File: config.mk
export PLATFORM = sky130hd
export DESIGN_NAME = sio_cfg_port
export DESIGN_NICKNAME = d
export VERILOG_FILES = /design/src/rtl/sio_cfg_pkg.sv /design/src/rtl/sio_key_gate.sv /design/src/rtl/sio_idx_decode.sv /design/src/rtl/sio_cfg_port.sv
export SDC_FILE = /design/constraint.sdc
export NUM_CORES = 1
export LEC_CHECK = 0
export BUFFER_PORTS_ARGS = -buffer_cell sky130_fd_sc_hd__buf_2
export CORE_MARGIN = 5
export CORE_UTILIZATION = 53
export DETAILED_ROUTE_END_ITERATION = 8
export GPL_ROUTABILITY_DRIVEN = 0
export PLACE_DENSITY = 0.93
export SETUP_SLACK_MARGIN = 0.05
export SKIP_LAST_GASP = 1
export SYNTH_ARGS = -nofsm -noshare
export SYNTH_HDL_FRONTEND = slang
export SYNTH_HIERARCHICAL = 1
export SYNTH_SLANG_ARGS = --single-unit
export TNS_END_PERCENT = 50
File: constraint.sdc
create_clock -name clk -period 3.8 [get_ports clk]
set_input_delay 0.38 -clock clk [delete_from_list [all_inputs] [get_ports clk]]
set_output_delay 0.38 -clock clk [all_outputs]
set_load 0.03 [all_outputs]
File: src/rtl/sio_cfg_pkg.sv
package sio_cfg_pkg;
  typedef logic [7:0] byte_t;

  localparam byte_t KEY_ENTER = 8'h87;
  localparam byte_t KEY_EXIT  = 8'hAA;
  localparam byte_t IX_LDN    = 8'h07;
  localparam byte_t IX_DID_HI = 8'h20;
  localparam byte_t IX_DID_LO = 8'h21;
  localparam byte_t IX_REV    = 8'h22;
  localparam byte_t IX_MID_HI = 8'h23;
  localparam byte_t IX_MID_LO = 8'h24;
  localparam byte_t IX_BANK   = 8'h30;
  localparam byte_t IDLE_BYTE = 8'hFF;

  typedef enum logic [1:0] {
    GATE_SHUT,
    GATE_HALF,
    GATE_OPEN
  } gate_st_t;

  typedef enum logic [2:0] {
    SEL_LDN,
    SEL_DID_HI,
    SEL_DID_LO,
    SEL_REV,
    SEL_MID_HI,
    SEL_MID_LO,
    SEL_BANK,
    SEL_NONE
  } sel_t;
endpackage

File: src/rtl/sio_key_gate.sv
module sio_key_gate
  import sio_cfg_pkg::*;
(
  input  logic  clk,
  input  logic  rst,
  input  logic  idx_wr,
  input  byte_t wbyte,
  output logic  locked
);
  gate_st_t st_q;

  always_ff @(posedge clk) begin
    if (rst) begin
      st_q <= GATE_SHUT;
    end else if (idx_wr) begin
      unique case (st_q)
        GATE_SHUT: st_q <= (wbyte == KEY_ENTER) ? GATE_HALF : GATE_SHUT;
        GATE_HALF: st_q <= (wbyte == KEY_ENTER) ? GATE_OPEN : GATE_SHUT;
        GATE_OPEN: st_q <= (wbyte == KEY_EXIT)  ? GATE_SHUT : GATE_OPEN;
        default:   st_q <= GATE_SHUT;
      endcase
    end
  end

  assign locked = (st_q != GATE_OPEN);
endmodule

File: src/rtl/sio_idx_decode.sv
module sio_idx_decode
  import sio_cfg_pkg::*;
#(
  parameter byte_t GPIO_LDN = 8'h06
) (
  input  byte_t idx,
  input  byte_t ldn,
  output sel_t  sel
);
  always_comb begin
    sel = SEL_NONE;
    if (idx >= IX_BANK) begin
      if (ldn == GPIO_LDN) sel = SEL_BANK;
    end else begin
      unique case (idx)
        IX_LDN:    sel = SEL_LDN;
        IX_DID_HI: sel = SEL_DID_HI;
        IX_DID_LO: sel = SEL_DID_LO;
        IX_REV:    sel = SEL_REV;
        IX_MID_HI: sel = SEL_MID_HI;
        IX_MID_LO: sel = SEL_MID_LO;
        default:   sel = SEL_NONE;
      endcase
    end
  end
endmodule

File: src/rtl/sio_cfg_port.sv
module sio_cfg_port
  import sio_cfg_pkg::*;
#(
  parameter int                ADDR_W    = 16,
  parameter logic [ADDR_W-1:0] BASE_ADDR = 16'h002E,
  parameter logic [15:0]       DEV_ID    = 16'h0A55,
  parameter byte_t             REV_ID    = 8'h11,
  parameter logic [15:0]       MFR_ID    = 16'h1934,
  parameter byte_t             GPIO_LDN  = 8'h06
) (
  input  logic              clk,
  input  logic              rst,
  input  logic              io_rd,
  input  logic              io_wr,
  input  logic [ADDR_W-1:0] io_addr,
  input  logic [7:0]        io_wdata,
  output logic [7:0]        io_rdata,
  output logic              io_rvalid,
  output logic              gd_sel,
  output logic              gd_we,
  output logic [7:0]        gd_idx,
  output logic [7:0]        gd_wdata,
  input  logic [7:0]        gd_rdata
);
  localparam logic [ADDR_W-1:0] DAT_ADDR = BASE_ADDR + ADDR_W'(1);

  logic  hit_idx, hit_dat, locked;
  byte_t idx_q, ldn_q, rd_byte;
  sel_t  sel;

  assign hit_idx = (io_addr == BASE_ADDR);
  assign hit_dat = (io_addr == DAT_ADDR);

  sio_key_gate u_gate (
    .clk    (clk),
    .rst    (rst),
    .idx_wr (io_wr && hit_idx),
    .wbyte  (io_wdata),
    .locked (locked)
  );

  sio_idx_decode #(.GPIO_LDN(GPIO_LDN)) u_dec (
    .idx (idx_q),
    .ldn (ldn_q),
    .sel (sel)
  );

  always_ff @(posedge clk) begin
    if (rst) begin
      idx_q <= '0;
      ldn_q <= '0;
    end else begin
      if (io_wr && hit_idx && !locked && io_wdata != KEY_EXIT) idx_q <= io_wdata;
      if (io_wr && hit_dat && !locked && sel == SEL_LDN)       ldn_q <= io_wdata;
    end
  end

  assign gd_sel   = (io_rd || io_wr) && hit_dat && !locked && (sel == SEL_BANK);
  assign gd_we    = gd_sel && io_wr;
  assign gd_idx   = idx_q;
  assign gd_wdata = io_wdata;

  always_comb begin
    rd_byte = IDLE_BYTE;
    if (!locked) begin
      if (hit_idx) begin
        rd_byte = idx_q;
      end else begin
        unique case (sel)
          SEL_LDN:    rd_byte = ldn_q;
          SEL_DID_HI: rd_byte = DEV_ID[15:8];
          SEL_DID_LO: rd_byte = DEV_ID[7:0];
          SEL_REV:    rd_byte = REV_ID;
          SEL_MID_HI: rd_byte = MFR_ID[15:8];
          SEL_MID_LO: rd_byte = MFR_ID[7:0];
          SEL_BANK:   rd_byte = gd_rdata;
          default:    rd_byte = IDLE_BYTE;
        endcase
      end
    end
  end

  always_ff @(posedge clk) begin
    if (rst) begin
      io_rvalid <= 1'b0;
      io_rdata  <= '0;
    end else begin
      io_rvalid <= io_rd && (hit_idx || hit_dat);
      if (io_rd && (hit_idx || hit_dat)) io_rdata <= rd_byte;
    end
  end
endmodule

==> metrics.md, run 1 <==
| Metric | Value |
|---|---|
| Status | `finished, final reports clean` |
| Ranking of synthesized cells by area | `dfxtp_1, o21ai_0, a21oi_1, nand3_1, buf_4` |
| Core ar. | `0.00305 mm2` |
| Post-synth EDFFs | `0` |
| Critical path endpoint category | `output pin` |
| DRC | `0` |
| Vias per cell | `6.15` |
| CTS Buf Count | `3` |
| R2r endpoint | `ldn_q[0]` |
| Final Hold Slack | `0.321 ns` |
| Slew @ Worst Pin | `1.04 ns` |
| CP required | `3.42 ns` |
| Mean area per synthesized cell | `8.02 um2` |
| Post-CTS resize count | `0` |
| Ant diodes | `0` |
| Reg2Reg Setup Slack | `1.29 ns` |
| Port bufs | `62` |
| Clock buffer depth | `2` |
| Internal | `0.000348 W` |
| Post-Syn Instances | `209` |
| Ys Warns | `6` |
| CP max-delay cell | `a31oi_1` |
| R2R cell count | `6` |
| Highest clock rate | `352 MHz` |
| HP Class | `in -> reg` |
| Site row count | `20` |
| First-pass GRT wire length | `7360 um` |
| Max-Cap Viols | `0` |
| 1st-iter DRT viols | `146` |
| Grt total ovfl | `0` |
| Leading cell types in the layout, fill and taps excluded | `buf_2, dfxtp_1, o21ai_0, a21oi_1, nand3_1` |
| Fin. max-slew vios | `0` |
| CP cell instances | `nand3b_1 > o21ai_0 > a31oi_1 > nand3b_1 > nor3_1 > buf_2` |
| Shortest period the worst path allows | `2.84 ns` |
| Combinational share of power | `0.133` |
| Layout cells sized above 1 | `0.277` |
| Post-route ant nets | `0` |
| Final setup violation count | `0` |
| Clock latency at the later pin of the worst-skew pair | `0.32 ns` |
| Data arrival, critical path | `2.46 ns` |
| Die width | `66.2 um` |
| Area Growth Syn to Fin | `15.7%` |
| # fillers | `286` |
| CTS sink count | `27` |
| Hold-fix buffers, CTS | `0` |
| Num ports | `63` |
| Maximum VDD drop | `0.120 mV` |
| Most common cell after layout, fill and taps aside | `buf_2` |
| WS Path Type | `reg -> out` |
| Mapped Area | `0.00168 mm2` |
| Synth unique cells | `47` |
| CTS root buffer | `clkbuf_4` |
| Initial antenna violation count | `0` |
| DR WL/cell | `14.9 um` |
| Top-area cell type share of the netlist area | `0.322` |
| Crit-path most repeated cell | `nand3b_1` |
| CP Max Fanout | `15` |
| Fin util | `0.636` |
| Top_reg_cell synth | `dfxtp_1` |
| Hold Path Origin | `io_rd` |
| Initial Util | `0.549` |
| Leakage power | `0.788 nW` |
| Pin count of the biggest net entering global routing | `31` |
| Worst R2R Start | `gd_idx[7]` |
| Sequential power share | `0.601` |
| Die height | `66.2 um` |
| DIE AREA | `0.00439 mm2` |
| Syn Nets | `245` |
| Clock share of power | `0.266` |
| Sum Neg Setup Slack | `0 ns` |
| Vias in the first global route | `1632` |
| Via count | `1845` |
| Final #Nets | `293` |
| Hold Path Sink | `io_rvalid` |
| Switching part of the total | `0.261` |
| CTS clk-pin slew, worst paths | `0.15 ns` |
| Final worst path period share | `0.747` |
| CTS tree | `yes` |
| Sequential area share after synthesis | `0.322` |
| Setup crit start kind | `flop` |
| Pre-antenna DRT Iters | `6` |
| RSZ-0062 raised after global routing | `false` |
| Power Dens Cells | `243 mW/mm2` |
| Max Clock Skew | `0.00537 ns` |
| Hold path depth | `2` |
| Final Hold Viols | `0` |
| Max-slew headroom | `0.304` |
| # Post-CTS Setup Buffers | `0` |
| Dpl hpwl | `3430 um` |
| Total track usage | `0.212` |
| Seq cells post-synth | `27` |
| Total wire length | `4480 um` |
| Sw Pwr | `0.000123 W` |
| Largest area contributor in the synthesized netlist | `dfxtp_1` |
| H-tree Lvls | `1` |
| Slowest stage delay, CP | `0.80 ns` |
| Post-synth ARST share | `0` |
cell families (layout without fill, tap and decap cells):
| group | count (synthesis) | after routing | share of synthesized area |
|---|---|---|---|
| flops | 27 | 27 | 0.322 |
| buf+inv | 26 | 73 | 0.0940 |
| xor+xnor | 1 | 1 | 0.00522 |
| simple gates | 79 | 79 | 0.304 |
| compound gates | 76 | 76 | 0.274 |
routing by layer:
metal  wire (um)  global-route usage  vias to the layer above  share of wire
met3         406              0.0289                       14          0.091
met1        1850               0.273                      841           0.41
met5           0                   0                        -              0
met2        2100               0.351                      103           0.47
li1            -                   -                      887              -
met4         126              0.0888                        0          0.028
area by class of cell:
class	count	area [um2]	area share
multi-input cells	156	978	0.504
clock buffers	4	26.3	0.0135
flip-flops and latches	27	541	0.279
repair buffers	63	318	0.164
well taps	44	55.1	0.0284
inverters	6	22.5	0.0116
metrics by stage:
stage / area [um2] / power [W] / std cells / worst slack (ns)
floorplan: 1680 / 0.000322 / 209 / 1.10
global placement: 1910 / 0.000351 / 296 / 1.42
detailed placement: 1910 / 0.000351 / 296 / 1.34
CTS: 1940 / 0.000472 / 300 / 0.972
global route: 1940 / 0.000489 / 300 / 0.729
finish: 1940 / 0.000471 / 300 / 0.962
state kept, by name, summed over array words and instances (netlist names):
register and cells:
gd_idx 8, io_rdata 8, ldn_q 8, u_gate/st_q 2, io_rvalid 1
worst max-delay path: cells and delay by family, from the launching register on:
kind            cells  cell delay (ns)
buf+inv             1             0.18
compound gates      2             0.89
simple gates        3             0.52
flops               1             0.55
power groups by stage:
stage          clock network (W)  registers, W  logic (W)
2_1_floorplan                  0      0.000289  0.0000330
3_3_place_gp                   0      0.000289  0.0000613
3_5_place_dp                   0      0.000289  0.0000619
4_1_cts                 0.000126      0.000283  0.0000622
5_1_grt                 0.000137      0.000283  0.0000679
6_report                0.000126      0.000283  0.0000625
Yosys cell counts (4+ instances only):
| cell | n |
|---|---|
| dfxtp_1 | 27 |
| nand2_1 | 9 |
| a211oi_1 | 4 |
| a31oi_1 | 8 |
| clkbuf_1 | 7 |
| nand3_1 | 18 |
| o211ai_1 | 6 |
| inv_1 | 6 |
| buf_4 | 9 |
| nor3_1 | 5 |
| nor2_1 | 14 |
| nor3b_1 | 4 |
| a21oi_1 | 21 |
| o21ai_0 | 22 |
| o21bai_1 | 6 |
worst max-delay path by stage:
stage                         start      to  slack [ns]  cells after the start
final                     gd_idx[5]  gd_sel        0.96                      6
after global placement    gd_idx[5]  gd_sel        1.42                      6
after CTS                 gd_idx[5]  gd_sel        0.97                      6
after detailed placement  gd_idx[5]  gd_sel        1.34                      6
after global routing      gd_idx[5]  gd_sel        0.73                      6
after floorplan           gd_idx[0]  gd_sel        1.10                      6
Note: power is estimated with default switching activity, not from simulation.
==> run 2, diff against run 1 <==
CORE_UTILIZATION = 44   (was 53)
PLACE_DENSITY = 0.84   (was 0.93)
clock period = 2.4 ns   (was 3.8 ns; I/O delays follow)
==> run 2 against run 1 <==
  * First-iteration DRC count grew 8.9%
  * Sequential power grew 58%
  * Via count shrank 1.4%
  * Total power grew 70%
  * Cell count grew 4.7%
==> metrics.md, run 2 (same netlist as run 1, synthesis figures left out) <==
| Metric | Value |
|---|---|
| Reg area | `542 um2 (was 541 um2)` |
| Maximum VDD drop | `0.318 mV (was 0.120 mV)` |
| First-pass GRT wire length | `7540 um (was 7360 um)` |
| Die width | `71.7 um (was 66.2 um)` |
| Pin count of the biggest net entering global routing | `31 (unchanged)` |
| Max-slew headroom | `0.600 (was 0.304)` |
| M2 GR Usage | `0.301 (was 0.351)` |
| CTS tree | `yes (unchanged)` |
| DR WL/cell | `15.2 um (was 14.9 um)` |
| Port bufs | `62 (unchanged)` |
| CTS Buf Count | `3 (unchanged)` |
| Max-Cap Viols | `0 (unchanged)` |
| Final #Nets | `303 (was 293)` |
| Area Growth Syn to Fin | `23.1% (was 15.7%)` |
| Slew @ Worst Pin | `0.600 ns (was 1.04 ns)` |
| CTS root buffer | `clkbuf_8 (was clkbuf_4)` |
| WS Path Type | `reg -> out (unchanged)` |
| Met3 usage | `0.0379 (was 0.0289)` |
| H-tree Lvls | `1 (unchanged)` |
| Post-route ant nets | `0 (unchanged)` |
| Total track usage | `0.178 (was 0.212)` |
| Vias in the first global route | `1683 (was 1632)` |
| Setup crit start kind | `flop (unchanged)` |
| Fin. max-slew vios | `0 (unchanged)` |
| GRT met1 Usage | `0.231 (was 0.273)` |
| Ant diodes | `0 (unchanged)` |
| Pwr Total | `0.000800 W (was 0.000471 W)` |
| 1st-iter DRT viols | `159 (was 146)` |
| RSZ-0062 raised after global routing | `true (was false)` |
| Site row count | `22 (was 20)` |
| Data arrival, critical path | `2.07 ns (was 2.46 ns)` |
| Total wire length | `4770 um (was 4480 um)` |
| Leading cell types in the layout, fill and taps excluded | `buf_2, dfxtp_1, o21ai_0, a21oi_1, nand3_1 (unchanged)` |
| Initial antenna violation count | `0 (unchanged)` |
| Layer with the highest usage | `met2 (unchanged)` |
| Final setup violation count | `0 (unchanged)` |
| Max Clock Skew | `0.00352 ns (was 0.00537 ns)` |
| Post-Place Cells | `307 (was 296)` |
| Multi-input combinational cell area | `997 um2 (was 978 um2)` |
| Via count | `1819 (was 1845)` |
| Power Dens Cells | `388 mW/mm2 (was 243 mW/mm2)` |
| Clock buffer depth | `2 (unchanged)` |
| Most common cell after layout, fill and taps aside | `buf_2 (unchanged)` |
| Die height | `71.7 um (was 66.2 um)` |
| Status | `finished, final reports clean (unchanged)` |
| CP required | `2.16 ns (was 3.42 ns)` |
| Final Hold Viols | `0 (unchanged)` |
| CTS clk-pin slew, worst paths | `0.09 ns (was 0.15 ns)` |
| Critical path endpoint category | `output pin (unchanged)` |
| Dpl hpwl | `3570 um (was 3430 um)` |
| CTS sink count | `27 (unchanged)` |
| Highest clock rate | `434 MHz` |
| Fin util | `0.560 (was 0.636)` |
| Pre-antenna DRT Iters | `4 (was 6)` |
| HP Class | `in -> reg (unchanged)` |
| Clock latency at the later pin of the worst-skew pair | `0.27 ns (was 0.32 ns)` |
| DIE AREA | `0.00515 mm2 (was 0.00439 mm2)` |
| Leakage power | `0.842 nW (was 0.788 nW)` |
| DRC | `0 (unchanged)` |
| Hold-fix buffers, CTS | `0 (unchanged)` |
| Shortest period the worst path allows | `2.31 ns` |
| CP Max Fanout | `3 (was 15)` |
| Core ar. | `0.00369 mm2 (was 0.00305 mm2)` |
| Layout cells sized above 1 | `0.323 (was 0.277)` |
| Initial Util | `0.455 (was 0.549)` |
| Final Non-Filler Cells | `314 (was 300)` |
| Final Hold Slack | `0.263 ns (was 0.321 ns)` |
| Grt total ovfl | `0 (unchanged)` |
| Final worst path period share | `0.961` |
| # fillers | `360 (was 286)` |
| Num ports | `63 (unchanged)` |
| Vias per cell | `5.79 (was 6.15)` |
[run 2: final cells by class]
class | instances | area share
Timing Repair Buffer | 73 | 0.193
Sequential cell | 27 | 0.262
Inverter | 6 | 0.0109
Multi-Input combinational cell | 156 | 0.483
Tap cell | 48 | 0.0291
Clock buffer | 4 | 0.0218
[run 2: what timing repair did]
action                     in CTS  in global routing
setup endpoints to repair       2                  5
pin swaps                       0                  1
setup buffers                   2                  1
resized for setup               2                  4
[run 2: worst paths after layout]
check,startpoint,end,slack [ns],cells past startpoint
setup / recovery,ldn_q[0],gd_we,0.09,7
hold / removal,io_rd,io_rvalid,0.26,2
setup reg to reg,ldn_q[0],ldn_q[0],0.16,7
hold reg to reg,u_gate/st_q[0],u_gate/st_q[0],0.48,1
[run 2: per-stage QoR]
stage / setup TNS, ns / cell area [um2] / worst slack (ns)
CTS: 0 / 2040 / 0.0853
detailed placement: 0 / 1980 / 0.228
finish: 0 / 2060 / 0.0945
global placement: 0 / 1980 / 0.279
global route: -0.0282 / 2060 / -0.0147
floorplan: -0.133 / 1680 / -0.133
[run 2: critical path, stage by stage (launching register included)]
cell and delay, ns:
dfxtp_2 0.34, or4_4 0.53, nor3_2 0.15, a31oi_1 0.07
buf_4 0.16, nand3b_1 0.23, nor3_2 0.15, buf_4 0.18
[run 2: layer usage]
| layer | routed length, um | share of wire |
|---|---|---|
| met5 | 0 | 0 |
| met4 | 72 | 0.015 |
| met3 | 314 | 0.066 |
| met2 | 2290 | 0.48 |
| met1 | 2100 | 0.44 |
[run 2: report_power, final]
| part | leakage [nW] | switching, W | internal [W] | total, W |
|---|---|---|---|---|
| sequential | 0.218 | 0.00000000174 | 0.000447 | 0.000447 |
| combinational | 0.601 | 0.0000623 | 0.0000384 | 0.000101 |
| clock | 0.0228 | 0.000133 | 0.000119 | 0.000252 |
==> run 3, diff against run 2 <==
--- a/config.mk
+++ b/config.mk
@@ -8,8 +8,8 @@
 export BUFFER_PORTS_ARGS = -buffer_cell sky130_fd_sc_hd__buf_2
 export CORE_MARGIN = 5
-export CORE_UTILIZATION = 44
+export CORE_UTILIZATION = 49
 export DETAILED_ROUTE_END_ITERATION = 8
 export GPL_ROUTABILITY_DRIVEN = 0
-export PLACE_DENSITY = 0.84
+export PLACE_DENSITY = 0.88
 export SETUP_SLACK_MARGIN = 0.05
 export SKIP_LAST_GASP = 1
==> constraint.sdc (replaced) <==
create_clock -name clk -period 2.55 [get_ports clk]
set_input_delay 0.255 -clock clk [delete_from_list [all_inputs] [get_ports clk]]
set_output_delay 0.255 -clock clk [all_outputs]
set_load 0.02 [all_outputs]
==> run 3 against run 2 <==
  * Final area decreased by 2.6%
  * Combinational power decreased by 9%
  * Total power decreased by 12%
  * Non-clock buffer count decreased by 4
  * Register-to-register slack improved by 0.08 ns
  * Sequential power decreased by 5.6%
  * Highest routed layer unchanged
  * Sequential cell count unchanged
  * Routed wire length increased by 1.0%
  * Largest power group unchanged
==> metrics.md, run 3 (same netlist as run 1, synthesis figures left out) <==
| Metric | Value |
|---|---|
| Status | `finished, final reports clean (unchanged)` |
| CP Max Fanout | `6 (was 3)` |
| Vias per cell | `6.05 (was 5.79)` |
| Die width | `68.5 um (was 71.7 um)` |
| Final worst path period share | `0.948` |
| Site row count | `21 (was 22)` |
| Dpl hpwl | `3650 um (was 3570 um)` |
| Post-route ant nets | `0 (unchanged)` |
| Die height | `68.5 um (was 71.7 um)` |
| CP max-delay cell | `or4_1 (was or4_4)` |
| CTS clk-pin slew, worst paths | `0.15 ns (was 0.09 ns)` |
| Grt total ovfl | `0 (unchanged)` |
| Maximum VDD drop | `0.230 mV (was 0.318 mV)` |
| DRC | `0 (unchanged)` |
| CTS tree | `yes (unchanged)` |
| Sum Neg Setup Slack | `0 ns (unchanged)` |
| Total track usage | `0.212 (was 0.178)` |
| Pin count of the biggest net entering global routing | `31 (unchanged)` |
| Pre-antenna DRT Iters | `4 (unchanged)` |
| Most common cell after layout, fill and taps aside | `buf_2 (unchanged)` |
| Core ar. | `0.00334 mm2 (was 0.00369 mm2)` |
| CTS root buffer | `clkbuf_4 (was clkbuf_8)` |
| Initial antenna violation count | `0 (unchanged)` |
| Leading cell types in the layout, fill and taps excluded | `buf_2, dfxtp_1, o21ai_0, a21oi_1, nand3_1 (unchanged)` |
| Data arrival, critical path | `2.16 ns (was 2.07 ns)` |
| Final #Nets | `299 (was 303)` |
| CP cell instances | `or4_1 > nor3_2 > a31oi_2 > nand3b_1 > nor3_1 > buf_2 (was or4_4 > nor3_2 > a31oi_1 > buf_4 > nand3b_1 > nor3_2 > buf_4)` |
| Num ports | `63 (unchanged)` |
| Max-Cap Viols | `0 (unchanged)` |
| DR WL/cell | `15.6 um (was 15.2 um)` |
| Slew @ Worst Pin | `0.652 ns (was 0.600 ns)` |
| Layout cells sized above 1 | `0.309 (was 0.323)` |
| RSZ-0062 raised after global routing | `false (was true)` |
| Buffer and inverter count on the worst path | `1 (was 2)` |
| 1st-iter DRT viols | `208 (was 159)` |
| Max Clock Skew | `0.00658 ns (was 0.00352 ns)` |
| Critical path endpoint category | `output pin (unchanged)` |
| Setup crit start kind | `flop (unchanged)` |
| Max-slew headroom | `0.565 (was 0.600)` |
| Initial Util | `0.502 (was 0.455)` |
| Fin. max-slew vios | `0 (unchanged)` |
| Highest clock rate | `414 MHz` |
| CP top delay family | `simple AND/OR/NAND/NOR gates (unchanged)` |
| Port bufs | `62 (unchanged)` |
| CTS Buf Count | `3 (unchanged)` |
| Total wire length | `4820 um (was 4770 um)` |
| Final Hold Viols | `0 (unchanged)` |
| Power Dens Cells | `351 mW/mm2 (was 388 mW/mm2)` |
| Shortest period the worst path allows | `2.42 ns` |
| H-tree Lvls | `1 (unchanged)` |
| Vias in the first global route | `1589 (was 1683)` |
| Final setup violation count | `0 (unchanged)` |
| Slowest stage delay, CP | `0.53 ns (about the same)` |
| DIE AREA | `0.00469 mm2 (was 0.00515 mm2)` |
| CP required | `2.30 ns (was 2.16 ns)` |
| Area Growth Syn to Fin | `19.9% (was 23.1%)` |
| HP Class | `in -> reg (unchanged)` |
| Clock latency at the later pin of the worst-skew pair | `0.33 ns (was 0.27 ns)` |
| WS Path Type | `reg -> out (unchanged)` |
| Via count | `1863 (was 1819)` |
| Leakage power | `0.820 nW (was 0.842 nW)` |
| CTS sink count | `27 (unchanged)` |
| Ant diodes | `0 (unchanged)` |
| Pwr Total | `0.000705 W (was 0.000800 W)` |
| First-pass GRT wire length | `7620 um (was 7540 um)` |
| Clock buffer depth | `2 (unchanged)` |
[run 3: cell type report]
type	instances	area, um2
sequential	27	541
multi-input combinational	156	1000
inverter	6	22.5
fill	320	1330
tap	46	57.6
clock buffer	4	26.3
timing repair buffer	69	363
[run 3: worst paths after layout]
check	startpoint	to	slack [ns]	depth (start not counted)
worst max register to register	ldn_q[0]	ldn_q[4]	0.24	7
worst max-delay path	ldn_q[0]	gd_sel	0.13	6
worst min register to register	u_gate/st_q[0]	u_gate/st_q[0]	0.48	1
worst min-delay path	io_wdata[7]	ldn_q[7]	0.20	3
[run 3: through the flow]
step                utilization  hold slack (ns)  setup WS [ns]  instances  cell area, um2
finish                    0.603            0.198          0.133        308            2010
global route              0.603            0.171         0.0579        308            2010
floorplan                     -            0.356          0.263        209            1680
CTS                       0.594            0.189         0.0918        307            1980
detailed placement        0.586            0.461          0.295        303            1950
global placement          0.586            0.452          0.366        303            1950
[run 3: power by group]
group	switching (W)	total, W	internal (W)
clock	0.000130	0.000192	0.0000615
combinational	0.0000555	0.0000915	0.0000361
sequential	0.00000000160	0.000422	0.000422
[run 3: metal layers]
metal  GRT usage  vias to the layer above  share of wire
met5           0                        -              0
met4      0.0571                        0          0.012
met3      0.0340                        7          0.088
met2       0.348                       85           0.48
met1       0.285                      872           0.42
li1            -                      899              -
[run 3: worst register-to-register path, stage by stage (launching register included)]
cell	delay [ns]
dfxtp_1	0.35
or4_1	0.53
nor3_2	0.19
a31oi_2	0.09
nor3_1	0.37
nand3_1	0.30
o21ai_0	0.26
a21oi_1	0.09
[run 3: repair_timing]
action,CTS,global route
setup endpoints to repair,0,3
gates resized for setup,0,4
buffers inserted,0,1
hold buffers,0,0
